==> src/rtl/adcf_pkg.sv <==
package adcf_pkg;
  localparam int RES_BITS  = 14;
  localparam int BOOT_CLKS = 24;
  localparam int CAL_CLKS  = 64;
  localparam int CONV_CLKS = 24;
  localparam int MIN_FALLS = 18;

  typedef enum logic [1:0] {FK_BOOT, FK_CAL, FK_CONV} frame_kind_t;

  typedef struct packed {
    logic        startFrame;
    frame_kind_t kind;
  } dp_ctrl_t;

  typedef struct packed {
    logic idle;
    logic frameDone;
  } dp_stat_t;
endpackage

==> src/rtl/adcf_datapath.sv <==
module adcf_datapath
  import adcf_pkg::*;
#(
  parameter int CLK_DIV = 4,
  parameter int CS_GAP  = 8
) (
  input  logic                clk,
  input  logic                rstN,
  input  dp_ctrl_t            ctrl,
  output dp_stat_t            stat,
  input  logic                spiMiso,
  output logic                spiCsN,
  output logic                spiSclk,
  output logic                resValid,
  output logic [RES_BITS-1:0] result
);
  localparam int HALF   = CLK_DIV / 2;
  localparam int DIV_W  = (HALF > 1) ? $clog2(HALF) : 1;
  localparam int HALF_W = $clog2(2 * CAL_CLKS + 1);
  localparam int GAP_W  = $clog2(CS_GAP + 2);
  localparam int SH_W   = CONV_CLKS;
  localparam int FALL_W = $clog2(CAL_CLKS + 1);

  logic              active;
  logic [DIV_W-1:0]  divCnt;
  logic [HALF_W-1:0] halfCnt, lastHalf;
  logic [GAP_W-1:0]  gapCnt;
  logic [SH_W-1:0]   shiftQ;
  frame_kind_t       kindQ;
  logic              frameDoneQ;

  always_comb begin
    case (kindQ)
      FK_CAL:  lastHalf = HALF_W'(2 * CAL_CLKS);
      FK_BOOT: lastHalf = HALF_W'(2 * BOOT_CLKS);
      default: lastHalf = HALF_W'(2 * CONV_CLKS);
    endcase
  end

  always_ff @(posedge clk) begin
    if (!rstN) begin
      active     <= 1'b0;
      spiCsN     <= 1'b1;
      spiSclk    <= 1'b1;
      divCnt     <= '0;
      halfCnt    <= '0;
      gapCnt     <= '0;
      shiftQ     <= '0;
      kindQ      <= FK_BOOT;
      frameDoneQ <= 1'b0;
      resValid   <= 1'b0;
      result     <= '0;
    end else begin
      frameDoneQ <= 1'b0;
      resValid   <= 1'b0;
      if (!active) begin
        if (gapCnt != '0) gapCnt <= gapCnt - 1'b1;
        if (ctrl.startFrame) begin
          active  <= 1'b1;
          spiCsN  <= 1'b0;
          spiSclk <= 1'b1;
          divCnt  <= '0;
          halfCnt <= '0;
          kindQ   <= ctrl.kind;
        end
      end else if (divCnt == DIV_W'(HALF - 1)) begin
        divCnt <= '0;
        if (halfCnt == lastHalf) begin
          active     <= 1'b0;
          spiCsN     <= 1'b1;
          gapCnt     <= GAP_W'(CS_GAP);
          frameDoneQ <= 1'b1;
          if (kindQ == FK_CONV) begin
            resValid <= 1'b1;
            result   <= shiftQ[SH_W-2 -: RES_BITS];
          end
        end else begin
          halfCnt <= halfCnt + 1'b1;
          spiSclk <= ~spiSclk;
          if (!spiSclk) shiftQ <= {shiftQ[SH_W-2:0], spiMiso};
        end
      end else begin
        divCnt <= divCnt + 1'b1;
      end
    end
  end

  assign stat.idle      = !active && (gapCnt == '0);
  assign stat.frameDone = frameDoneQ;

  logic [FALL_W-1:0] fallCnt;
  logic [GAP_W-1:0]  csHighCnt;
  always_ff @(posedge clk) begin
    if (!rstN) begin
      fallCnt   <= '0;
      csHighCnt <= GAP_W'(CS_GAP);
    end else begin
      if (!active && ctrl.startFrame) fallCnt <= '0;
      else if (active && divCnt == DIV_W'(HALF - 1) && halfCnt != lastHalf && spiSclk)
        fallCnt <= fallCnt + 1'b1;
      if (!spiCsN) csHighCnt <= '0;
      else if (csHighCnt < GAP_W'(CS_GAP)) csHighCnt <= csHighCnt + 1'b1;
    end
  end

  AST_CS_HIGH_SCLK_HIGH: assert property (@(posedge clk) disable iff (!rstN)
    spiCsN |-> spiSclk);
  AST_CONV_MIN_FALLS: assert property (@(posedge clk) disable iff (!rstN)
    (frameDoneQ && kindQ == FK_CONV) |-> (fallCnt >= FALL_W'(MIN_FALLS)));
  AST_CS_GAP_MET: assert property (@(posedge clk) disable iff (!rstN)
    $fell(spiCsN) |-> (csHighCnt >= GAP_W'(CS_GAP)));
  AST_LEAD_HALF_HIGH: assert property (@(posedge clk) disable iff (!rstN)
    $fell(spiCsN) |-> (spiSclk && divCnt == '0));
endmodule

==> src/rtl/adcf_control.sv <==
module adcf_control
  import adcf_pkg::*;
#(
  parameter int MASK_W = 4,
  parameter int NUM_CH = 1,
  localparam int CH_W  = (MASK_W > 1) ? $clog2(MASK_W) : 1
) (
  input  logic              clk,
  input  logic              rstN,
  input  logic              start,
  input  logic [MASK_W-1:0] chMask,
  input  logic [4:0]        resolution,
  input  logic              calReq,
  input  dp_stat_t          stat,
  output dp_ctrl_t          ctrl,
  output logic              busy,
  output logic              done,
  output logic              reqErr,
  output logic [CH_W-1:0]   curCh
);
  typedef enum logic [1:0] {ST_BOOT, ST_IDLE, ST_CAL, ST_CONV} ctl_state_t;

  ctl_state_t        state;
  logic              issued;
  logic [MASK_W-1:0] pending, validMask, pendNext;
  logic              badReq;

  for (genvar g = 0; g < MASK_W; g++) begin : gen_valid
    assign validMask[g] = (g < NUM_CH);
  end

  function automatic logic [CH_W-1:0] lowIdx(input logic [MASK_W-1:0] m);
    logic [CH_W-1:0] idx;
    idx = '0;
    for (int i = MASK_W - 1; i >= 0; i--) if (m[i]) idx = CH_W'(i);
    return idx;
  endfunction

  assign badReq   = (resolution != 5'(RES_BITS)) || |(chMask & ~validMask);
  assign pendNext = pending & ~(MASK_W'(1) << curCh);

  always_comb begin
    ctrl.startFrame = (state != ST_IDLE) && !issued && stat.idle;
    case (state)
      ST_BOOT: ctrl.kind = FK_BOOT;
      ST_CAL:  ctrl.kind = FK_CAL;
      default: ctrl.kind = FK_CONV;
    endcase
  end

  assign busy = (state != ST_IDLE);

  always_ff @(posedge clk) begin
    if (!rstN) begin
      state   <= ST_BOOT;
      issued  <= 1'b0;
      pending <= '0;
      curCh   <= '0;
      done    <= 1'b0;
      reqErr  <= 1'b0;
    end else begin
      done   <= 1'b0;
      reqErr <= 1'b0;
      if (ctrl.startFrame) begin
        issued <= 1'b1;
        if (state == ST_CONV) curCh <= lowIdx(pending);
      end
      case (state)
        ST_BOOT: if (stat.frameDone) begin
          issued <= 1'b0;
          state  <= ST_IDLE;
        end
        ST_IDLE: if (start) begin
          if (badReq) reqErr <= 1'b1;
          else begin
            pending <= chMask;
            if (calReq) state <= ST_CAL;
            else if (|chMask) state <= ST_CONV;
            else done <= 1'b1;
          end
        end
        ST_CAL: if (stat.frameDone) begin
          issued <= 1'b0;
          if (|pending) state <= ST_CONV;
          else begin
            state <= ST_IDLE;
            done  <= 1'b1;
          end
        end
        default: if (stat.frameDone) begin
          issued  <= 1'b0;
          pending <= pendNext;
          if (pendNext == '0) begin
            state <= ST_IDLE;
            done  <= 1'b1;
          end
        end
      endcase
    end
  end

  logic bootSeen;
  always_ff @(posedge clk) begin
    if (!rstN) bootSeen <= 1'b0;
    else if (ctrl.startFrame) bootSeen <= 1'b1;
  end

  AST_FIRST_FRAME_BOOT: assert property (@(posedge clk) disable iff (!rstN)
    (ctrl.startFrame && !bootSeen) |-> (ctrl.kind == FK_BOOT));
  AST_REJECT_STAYS_IDLE: assert property (@(posedge clk) disable iff (!rstN)
    reqErr |-> (!busy && !ctrl.startFrame));
  AST_CONV_CH_LEGAL: assert property (@(posedge clk) disable iff (!rstN)
    (ctrl.startFrame && ctrl.kind == FK_CONV) |-> validMask[lowIdx(pending)]);
  AST_DONE_NOT_BUSY: assert property (@(posedge clk) disable iff (!rstN)
    done |-> !busy);
endmodule

==> src/rtl/adc_frame_ctrl.sv <==
module adc_frame_ctrl
  import adcf_pkg::*;
#(
  parameter int CLK_DIV = 4,
  parameter int CS_GAP  = 8,
  parameter int MASK_W  = 4,
  parameter int NUM_CH  = 1,
  localparam int CH_W   = (MASK_W > 1) ? $clog2(MASK_W) : 1
) (
  input  logic              clk,
  input  logic              rstN,
  input  logic              start,
  input  logic [MASK_W-1:0] chMask,
  input  logic [4:0]        resolution,
  input  logic              calReq,
  input  logic              spiMiso,
  output logic              busy,
  output logic              done,
  output logic              reqErr,
  output logic              resultValid,
  output logic [13:0]       result,
  output logic [CH_W-1:0]   resultCh,
  output logic              spiCsN,
  output logic              spiSclk
);
  dp_ctrl_t dpCtrl;
  dp_stat_t dpStat;

  adcf_control #(.MASK_W(MASK_W), .NUM_CH(NUM_CH)) ctl_i (
    .clk(clk), .rstN(rstN), .start(start), .chMask(chMask),
    .resolution(resolution), .calReq(calReq), .stat(dpStat), .ctrl(dpCtrl),
    .busy(busy), .done(done), .reqErr(reqErr), .curCh(resultCh)
  );

  adcf_datapath #(.CLK_DIV(CLK_DIV), .CS_GAP(CS_GAP)) dp_i (
    .clk(clk), .rstN(rstN), .ctrl(dpCtrl), .stat(dpStat), .spiMiso(spiMiso),
    .spiCsN(spiCsN), .spiSclk(spiSclk), .resValid(resultValid), .result(result)
  );
endmodule

==> config.mk <==
export PLATFORM = sky130hd
export DESIGN_NAME = adc_frame_ctrl
export DESIGN_NICKNAME = d
export VERILOG_FILES = /design/src/rtl/adcf_pkg.sv /design/src/rtl/adcf_datapath.sv /design/src/rtl/adcf_control.sv /design/src/rtl/adc_frame_ctrl.sv
export SDC_FILE = /design/constraint.sdc
export NUM_CORES = 1
export LEC_CHECK = 0
export ABC_AREA = 1
export BUFFER_PORTS_ARGS = -buffer_cell sky130_fd_sc_hd__buf_2
export CORE_ASPECT_RATIO = 0.6
export CORE_UTILIZATION = 54
export CTS_BUF_LIST = sky130_fd_sc_hd__clkbuf_8
export CTS_CLUSTER_SIZE = 25
export DETAILED_ROUTE_END_ITERATION = 8
export PLACE_DENSITY = 0.81
export SYNTH_ARGS = -nofsm -noshare
export SYNTH_HDL_FRONTEND = slang
export SYNTH_SLANG_ARGS = --single-unit
export TNS_END_PERCENT = 10
==> constraint.sdc <==
create_clock -name clk -period 1.4 [get_ports clk]
set_input_delay 0.14 -clock clk [delete_from_list [all_inputs] [get_ports clk]]
set_output_delay 0.14 -clock clk [all_outputs]
set_load 0.02 [all_outputs]
; ---- Yosys cells after proc, flatten, opt, wreduce, memory -nomap -nowiden
; Index checks and enable logic that the tools add are counted.
[totals]
ff_bits = 68
latchBits = 0
ramBits = 0
mem_bits_ro = 0
in_bits = 14
output_inout_bits = 22
wordCells = 130
n_memories = 0
[classes]
add_sub_neg = 3
mul = 0
div = 0
n_lt_le_gt_ge = 0
n_eq_ne = 16
n_shift = 1
mux = 57
bitwise = 6
n_reduce_logical = 30
[ops]
columns = operator, n
row1 = $mux 8, 5
row2 = $mux 1, 28
row3 = $mux 4, 7
row4 = $mux 2, 13
row5 = $reduce_and 4->1, 4
row6 = $reduce_and 3->1, 5
row7 = $ne 2x2->1 const B, 5
row8 = $add 8x1->8 const B, 1
row9 = $eq 8x8->1, 1
row10 = $logic_not 4->1, 2
row11 = $pmux 4 s2, 1
row12 = $reduce_bool 4->1, 2
row13 = $reduce_or 4->1, 2
row14 = $reduce_and 7->1, 1
row15 = $eq 2x2->1 const B, 3
row16 = $ne 2x1->1 const B, 3
row17 = $pmux 2 s3, 1
row18 = $reduce_bool 2->1, 3
row19 = $ne 5x4->1 const B, 1
row20 = $and 4x4->4, 1
row21 = $eq 2x1->1 const B, 2
row22 = $not 1->1, 4
row23 = $not 4->4, 1
row24 = $pmux 2 s2, 1
row25 = other kinds (12), 16

; ---- Longest topological paths before layout
; Gate-level depths: netlist of run 1.
[depth]
depth_word = 7
mapped_depth = 12

; ---- Hierarchy
; Synthesis of run 1 repeated with hierarchy kept, for this count alone.
[unflattened]
cells_unflattened = 436
hier_area_um2 = 3091.7
[modules_own_cells]
columns = mod, n_inst, cells_per_inst, area_each_um2
row1 = adcf_datapath, 1, 319, 2376.0
row2 = adcf_control, 1, 117, 715.7

; ---- Least setup slack after synthesis of run 1
; Ideal clock, no wire load.
[synth_path]
path_kind = reg-to-reg
from = reg dp_i.gapCnt[0]
to = reg dp_i.halfCnt[3]
setup_time_ns = 0.115
arrival_ns = 1.416
required_ns = 1.285
path_slack_ns = -0.131
stages_incl_launch_ff = 13
path_cell_list = dfxtp_1 > inv_1 > ha_1 > inv_1 > nor2_1 > nand3_2 > nor2_1 > nand2_2 > buf_4 > nand2_1 > inv_2 > nand2_1 > nor2_1
[synth_between]
elab_chain_len = 5
[synth_rtl]
columns = element, line
row1 = start: declaration, adcf_datapath.sv:27  ; logic [GAP_W-1:0] gapCnt;
row2 = start signal: assignment, adcf_datapath.sv:57  ; if (gapCnt != '0) gapCnt <= gapCnt - 1'b1;
row3 = start signal: assignment, adcf_datapath.sv:71  ; gapCnt <= GAP_W'(CS_GAP);
row4 = $logic_not 4->1, adcf_datapath.sv:88  ; assign stat.idle = !active && (gapCnt == '0);
row5 = $logic_and 1x1->1, adcf_datapath.sv:88
row6 = $logic_and 1x1->1, adcf_control.sv:43  ; ctrl.startFrame = (state != ST_IDLE) && !issued && stat.idle;
row7 = $reduce_bool 2->1 (no line), --
row8 = $reduce_and 3->1 (no line), --
row9 = end signal: assignment, adcf_datapath.sv:78  ; halfCnt <= halfCnt + 1'b1;
row10 = end: declaration, adcf_datapath.sv:26  ; logic [HALF_W-1:0] halfCnt, lastHalf;
; Every way passes these cells.
; A chain may end at the register's enable or synchronous reset.

; ---- Final worst setup path of run 1
[layout_path]
from = reg ctl_i.state[0]
to = reg ctl_i.state[0]
[layout_between]
elab_chain_len = 3
[layout_rtl]
columns = element, line
row1 = start: declaration, adcf_control.sv:23  ; ctl_state_t state;
row2 = start signal: assignment, adcf_control.sv:55  ; state <= ST_BOOT;
row3 = start signal: assignment, adcf_control.sv:71  ; state <= ST_IDLE;
row4 = start signal: assignment, adcf_control.sv:77  ; if (calReq) state <= ST_CAL;
row5 = $eq 2x1->1 (tied with other cells), adcf_control.sv:68  ; case (state)
row6 = $ne 3x2->1 (no line) (tied with other cells), --
row7 = $reduce_and 7->1 (no line), --
; Parallel ways exist; a longest one is shown, timed or not.

==> results of run 1 <==
==> path summary, 6_finish.rpt <==
path / start / to / depth (start not counted)
min: spiMiso / dp_i.shiftQ[0] / 3
max: ctl_i.state[0] / ctl_i.state[0] / 10
min reg2reg: dp_i.shiftQ[4] / dp_i.shiftQ[4] / 2
max reg2reg: ctl_i.state[0] / ctl_i.state[0] / 10
==> cell families (layout without fill, tap and decap cells) <==
group / after synthesis / in the layout / share of synthesized area (%)
AOI/OAI and AO/OA: 97 / 97 / 16.0
xor gates and xnor gates: 2 / 2 / 0.559
adders and majority gates: 7 / 7 / 2.80
buffers and inverters: 80 / 168 / 10.8
DFF: 68 / 68 / 43.5
and+or+nand+nor: 179 / 179 / 26.3
==> sequential cells by signal (all words and copies together), names as in the netlist, 2 cells and up <==
name / cells
dp_i.shiftQ: 23
dp_i.result: 14
dp_i.halfCnt: 8
ctl_i.pending: 4
dp_i.gapCnt: 4
ctl_i.curCh: 2
ctl_i.state: 2
dp_i.kindQ: 2
==> metal layers <==
layer / share of wire (%) / track usage, % / up-vias
li1: - / - / 1558
met1: 40 / 35.8 / 1469
met2: 49 / 49.0 / 167
met3: 7.8 / 8.76 / 32
met4: 2.3 / 11.8 / 0
met5: 0 / 0 / -
==> power by group <==
part           leakage (nW)  total, mW  switching, mW  internal (mW)
clock network         0.104       1.64          0.811          0.830
logic                  1.24       2.09           1.22          0.870
registers             0.556       2.31          0.178           2.13
total                  1.90       6.04           2.21           3.83
==> cell type report <==
| type | instances | share of cell area [%] |
|---|---|---|
| tap | 80 | 2.28 |
| inverter | 65 | 5.78 |
| timing repair buffer | 87 | 16.8 |
| multi-input combinational | 285 | 39.1 |
| sequential | 68 | 31.5 |
| clock inverter | 7 | 1.71 |
| clock buffer | 9 | 2.82 |
==> metrics by stage <==
| stage | total power [mW] | std cells |
|---|---|---|
| final | 6.04 | 601 |
| after floorplan | 3.41 | 433 |
| after CTS | 5.78 | 601 |
| after detailed placement | 3.84 | 568 |
| after global routing | 6.26 | 601 |
| after global placement | 3.77 | 568 |
==> placed cells by master (no fill, tap or decap), drive strengths merged <==
master / Yosys / layout
nand3: 29 / 29
clkbuf: 7 / 9
inv: 64 / 65
nor3: 5 / 5
bufinv: 0 / 1
dfxtp: 68 / 68
ha: 7 / 7
o21ai: 55 / 55
o211ai: 2 / 2
o21bai: 1 / 1
nand2: 64 / 64
nor2: 71 / 71
and2: 1 / 1
nand4: 3 / 3
and3: 1 / 1
buf: 8 / 87
or2: 4 / 4
a21oi: 39 / 39
nor4: 1 / 1
xor2: 2 / 2
clkinv: 1 / 6
==> critical path: stages, from the launching register on <==
cell and delay [ns]:
dfxtp_4 0.38, inv_2 0.05, ha_2 0.19, nor2_2 0.16
nor2_1 0.09, o21bai_2 0.22, inv_1 0.07, nand2_1 0.07
nor2_2 0.12, nor2_1 0.07, nor2_1 0.12
==> timing repair <==
action / in CTS / in global routing
pin swaps: 27 / 12
gates resized for setup: 62 / 51
setup buffers: 13 / 0
endpoints found under the hold margin: 0 / 0
gates cloned: 4 / 0
setup endpoints to repair: 62 / 67
==> impl_metrics.json, run 1 <==
{
  "syn_area_sq_um": 3130,
  "reg2reg_setup_slack_ns": -0.19,
  "multiInputGateArea_sq_um": 1720,
  "path_clk_slew_ns": 0.07,
  "rsz0062_at_grt": "yes",
  "die_area_sq_um": 6120,
  "nets": 537,
  "drt_first_pass_iters": 6,
  "finalHoldViolCount": 0,
  "synth_commonest_cells": "nor2_1, dfxtp_1, inv_1, nand2_1, a21oi_1",
  "arrival_ns": 1.87,
  "ys_ff_latch": 68,
  "synth-edff-count": 0,
  "yosys_most_used_dff": "dfxtp_1",
  "coreArea_sq_um": 5570,
  "cp_max_fo": 3,
  "clockBufferDepth": 2,
  "grt_max_degree": 29,
  "portBuffers": 35,
  "ant_nets": 0,
  "async_flop_share_pct": 0,
  "finalSetupViolCount": 57,
  "grt.overflow.total": 0,
  "dieWidth_um": 100,
  "drive_above_1_share_pct": 40.3,
  "p_leak_nw": 1.90,
  "fin_setup_tns_ns": -3.77,
  "relSlewSlack_pct": 73.7,
  "outcome": "finished, violations left",
  "max_freq_mhz": 629,
  "hold_ws_ns": 0.0451,
  "syn_nets": 454,
  "hp-class": "primary input to flop",
  "grt_pass1_vias": 2846,
  "antenna_found_initial": 0,
  "end_kind": "flop",
  "grt_use_total_pct": 29.1,
  "ys_types": 33,
  "placed_cell_area_sq_um": 3640,
  "synth.top_cell.area_share_pct": 43.5,
  "yosysMostFrequentCell": "nor2_1",
  "hold_buffers": 0,
  "cts-root-buf": "clkbuf_8",
  "pwr_density_cell_nw_per_um2": 1370,
  "synthCells": 433,
  "worst_pin_slew_ns": 0.392,
  "final_area_sq_um": 4400,
  "h-tree-depth": 3,
  "fill_cells": 361,
  "peakVddDrop_uv": 1150,
  "maxCapViolCount": 0,
  "syn_area_per_cell_sq_um": 7.23,
  "clock_skew_ns": 0.0135,
  "diodes": 0,
  "failed_checks": "setup timing",
  "die_y_um": 61.0,
  "seq_area_sq_um": 1380,
  "maxSlewViolCount": 0,
  "viasPerCell": 5.37,
  "fin_crit_sh_pct": 114,
  "vias": 3226,
  "worstPathRequired_ns": 1.68,
  "hpwl_um": 4940,
  "wl_per_cell_um": 15.5,
  "period_needed_ns": 1.59,
  "route.detailed.drc": 0,
  "clock_latency_ns": 0.36,
  "drt-total-wl_um": 9330,
  "cts_tree": "done",
  "grt_pass1_wl_um": 13200,
  "synth_top_area_cell": "dfxtp_1",
  "critPathKind": "flop to flop",
  "ios": 36,
  "cts_buffers": 9,
  "cp-start-kind": "flop",
  "ys_seq_area_share_pct": 43.5,
  "rows": 21,
  "drtIter0Drc": 298,
  "area_delta_synth_final_pct": 40.4,
  "clock-sinks": 68,
  "place.gp.congestion": 0.872,
  "post-place-ws_ns": -0.124,
  "worst_slack_ns": -0.191,
  "final_core_util_pct": 79.0,
  "synth.area.top_cells": "dfxtp_1, nor2_1, inv_1",
  "initial_core_util_pct": 56.2,
  "yosysWarnings": 0
}
No activity file was read; power rests on OpenSTA's default activity.
==> run 2, diff against run 1 <==
--- a/config.mk
+++ b/config.mk
@@ -12,7 +12,7 @@
 export CTS_BUF_LIST = sky130_fd_sc_hd__clkbuf_8
 export CTS_CLUSTER_SIZE = 25
 export DETAILED_ROUTE_END_ITERATION = 8
-export PLACE_DENSITY = 0.81
+export PLACE_DENSITY = 0.75
 export SYNTH_ARGS = -nofsm -noshare
 export SYNTH_HDL_FRONTEND = slang
 export SYNTH_SLANG_ARGS = --single-unit
==> run 2 against run 1 <==
Effect of this change: the flow still finishes with violations (setup timing); power down 0.99%; first-iteration DRC count down 41%; sequential share of layout area up 1.5 points; die area unchanged; fmax up 8.6%; global-route usage down 4.4 points; worst setup slack better by 0.13 ns; critical path type unchanged; critical endpoint is now dp_i.halfCnt[2]; largest cell class unchanged.
==> impl_metrics.json, run 2 (same netlist as run 1, synthesis figures left out) <==
{
  "top_regs": "dp_i.shiftQ (23), dp_i.result (14), dp_i.halfCnt (8)",
  "max_freq_mhz": 682,
  "final_area_sq_um": 4180,
  "viasPerCell": 5.03,
  "ant_nets": 0,
  "hold_path.startpoint": "spiMiso",
  "multiInputGateArea_sq_um": 1660,
  "largest_reg_flops": 23,
  "cts_buffers": 9,
  "grt_use_total_pct": 24.7,
  "antenna_found_initial": 0,
  "seq_area_sq_um": 1380,
  "vias": 2975,
  "wl_per_cell_um": 12.7,
  "end_kind": "flop",
  "fin_setup_tns_ns": -0.940,
  "failed_checks": "setup timing",
  "grt_max_degree": 34,
  "r2r-start": "dp_i.gapCnt[0]",
  "drt-total-wl_um": 7510,
  "rows": 21,
  "initial_core_util_pct": 56.2,
  "rr_endpoint": "dp_i.halfCnt[2]",
  "post-place-ws_ns": -0.101,
  "portBuffers": 35,
  "cp-start-kind": "flop",
  "path_clk_slew_ns": 0.07,
  "cts-root-buf": "clkbuf_8",
  "holdPathEnd": "dp_i.shiftQ[0]",
  "crit_path_start": "dp_i.gapCnt[0]",
  "finalHoldViolCount": 0,
  "cp_max_fo": 8,
  "most-common-layout-cells": "nor2_1, dfxtp_1, nand2_1, inv_1",
  "diodes": 0,
  "worstPathRequired_ns": 1.65,
  "reg2reg_depth": 12,
  "min_path_cells": 3,
  "fin_crit_sh_pct": 105,
  "clockBufferDepth": 2,
  "clock_latency_ns": 0.35,
  "period_needed_ns": 1.47,
  "finalPower_mw": 5.98,
  "grt_pass1_vias": 2536,
  "hp-class": "primary input to flop",
  "reg2reg_setup_slack_ns": -0.07,
  "area_delta_synth_final_pct": 33.3,
  "final_core_util_pct": 75.0,
  "ios": 36,
  "peakVddDrop_uv": 691,
  "outcome": "finished, violations left",
  "rsz0062_at_grt": "yes",
  "clock_skew_ns": 0.00726,
  "worst_pin_slew_ns": 0.308,
  "relSlewSlack_pct": 79.3,
  "drtIter0Drc": 177,
  "finalSetupViolCount": 37,
  "fill_cells": 437,
  "maxCapViolCount": 0,
  "maxSlewViolCount": 0,
  "arrival_ns": 1.72,
  "nets": 527,
  "placed_cell_area_sq_um": 3630,
  "h-tree-depth": 3,
  "dieWidth_um": 100,
  "grt_pass1_wl_um": 11400,
  "p_leak_nw": 1.80,
  "clock-sinks": 68,
  "drt_first_pass_iters": 4,
  "pwr_density_cell_nw_per_um2": 1430,
  "worst_slack_ns": -0.0657,
  "mostFrequentLayoutCell": "nor2_1",
  "route.detailed.drc": 0,
  "coreArea_sq_um": 5570,
  "grt.overflow.total": 0,
  "cts_tree": "done",
  "hpwl_um": 4740,
  "drive_above_1_share_pct": 32.7,
  "top_register": "dp_i.shiftQ",
  "die_area_sq_um": 6120,
  "critPathKind": "flop to flop",
  "place.gp.congestion": 0.880,
  "die_y_um": 61.0
}
==> run 2: cell count changes in the layout (fill, tap and decap cells not counted), moves of 3 or more <==
cell      previous run  this run
dfxtp_1             56        60
o21ai_0             12        15
buf_4               35        32
o21ai_1             24        35
a21oi_1             25        35
o21ai_2             19         5
buf_6                9         5
dfxtp_2              9         6
a21oi_2             14         4
clkinv_4             4         1
buf_16               4         0
==> run 2: stage by stage <==
stage / instances / hold WS [ns]
3_3_place_gp: 567 / 0.412
6_report: 591 / 0.0557
5_1_grt: 591 / 0.0603
2_1_floorplan: 433 / 0.275
4_1_cts: 587 / 0.0362
3_5_place_dp: 567 / 0.409
==> run 2: routing by layer <==
layer  up-vias  part of all wire (%)  global-route usage (%)
met5         -                     0                       0
met4         0                   1.9                    8.49
met3        15                   5.8                    8.41
met2        86                    45                    38.9
met1      1339                    48                    32.2
li1       1535                     -                       -
==> run 2: layout make-up <==
type	instances	area share (%)
repair buffers	76	13.6
multi-input cells	286	39.8
clock buffers	9	2.97
inverters	65	6.08
clock inverters	7	2.22
flip-flops and latches	68	33.0
well taps	80	2.40
==> run 2: report_power, final <==
part / leakage (nW) / switching, mW / total, mW / internal (mW)
combinational: 1.14 / 1.18 / 1.96 / 0.785
clock: 0.107 / 0.759 / 1.75 / 0.995
sequential: 0.554 / 0.141 / 2.26 / 2.12
total: 1.80 / 2.08 / 5.98 / 3.90
==> run 2: what timing repair did <==
item,CTS,global route
endpoints found under the setup margin,61,64
setup buffers,3,3
pin swaps,14,6
cloned,1,1
resized for setup,29,42
hold endpoints to repair,0,0
hold buffers,0,0
==> run 2: worst max-delay path by stage <==
stage	to	slack, ns	cells after the start
after global routing	ctl_i.curCh[0]	-0.18	11
after CTS	ctl_i.state[0]	-0.05	10
final	dp_i.halfCnt[2]	-0.07	12
after global placement	ctl_i.state[0]	-0.09	10
after detailed placement	ctl_i.state[0]	-0.10	10
after floorplan	dp_i.halfCnt[3]	-0.02	12
==> run 2: worst max-delay path, cell delays in order, from the launching register on <==
cell and delay, ns:
dfxtp_2 0.32, inv_2 0.07, ha_4 0.13, inv_2 0.04
nor2_4 0.10, nand3_2 0.11, nor2_4 0.11, nand2_4 0.12
buf_6 0.17, nand2_4 0.07, inv_4 0.04, nand2_1 0.05
nor2_1 0.03
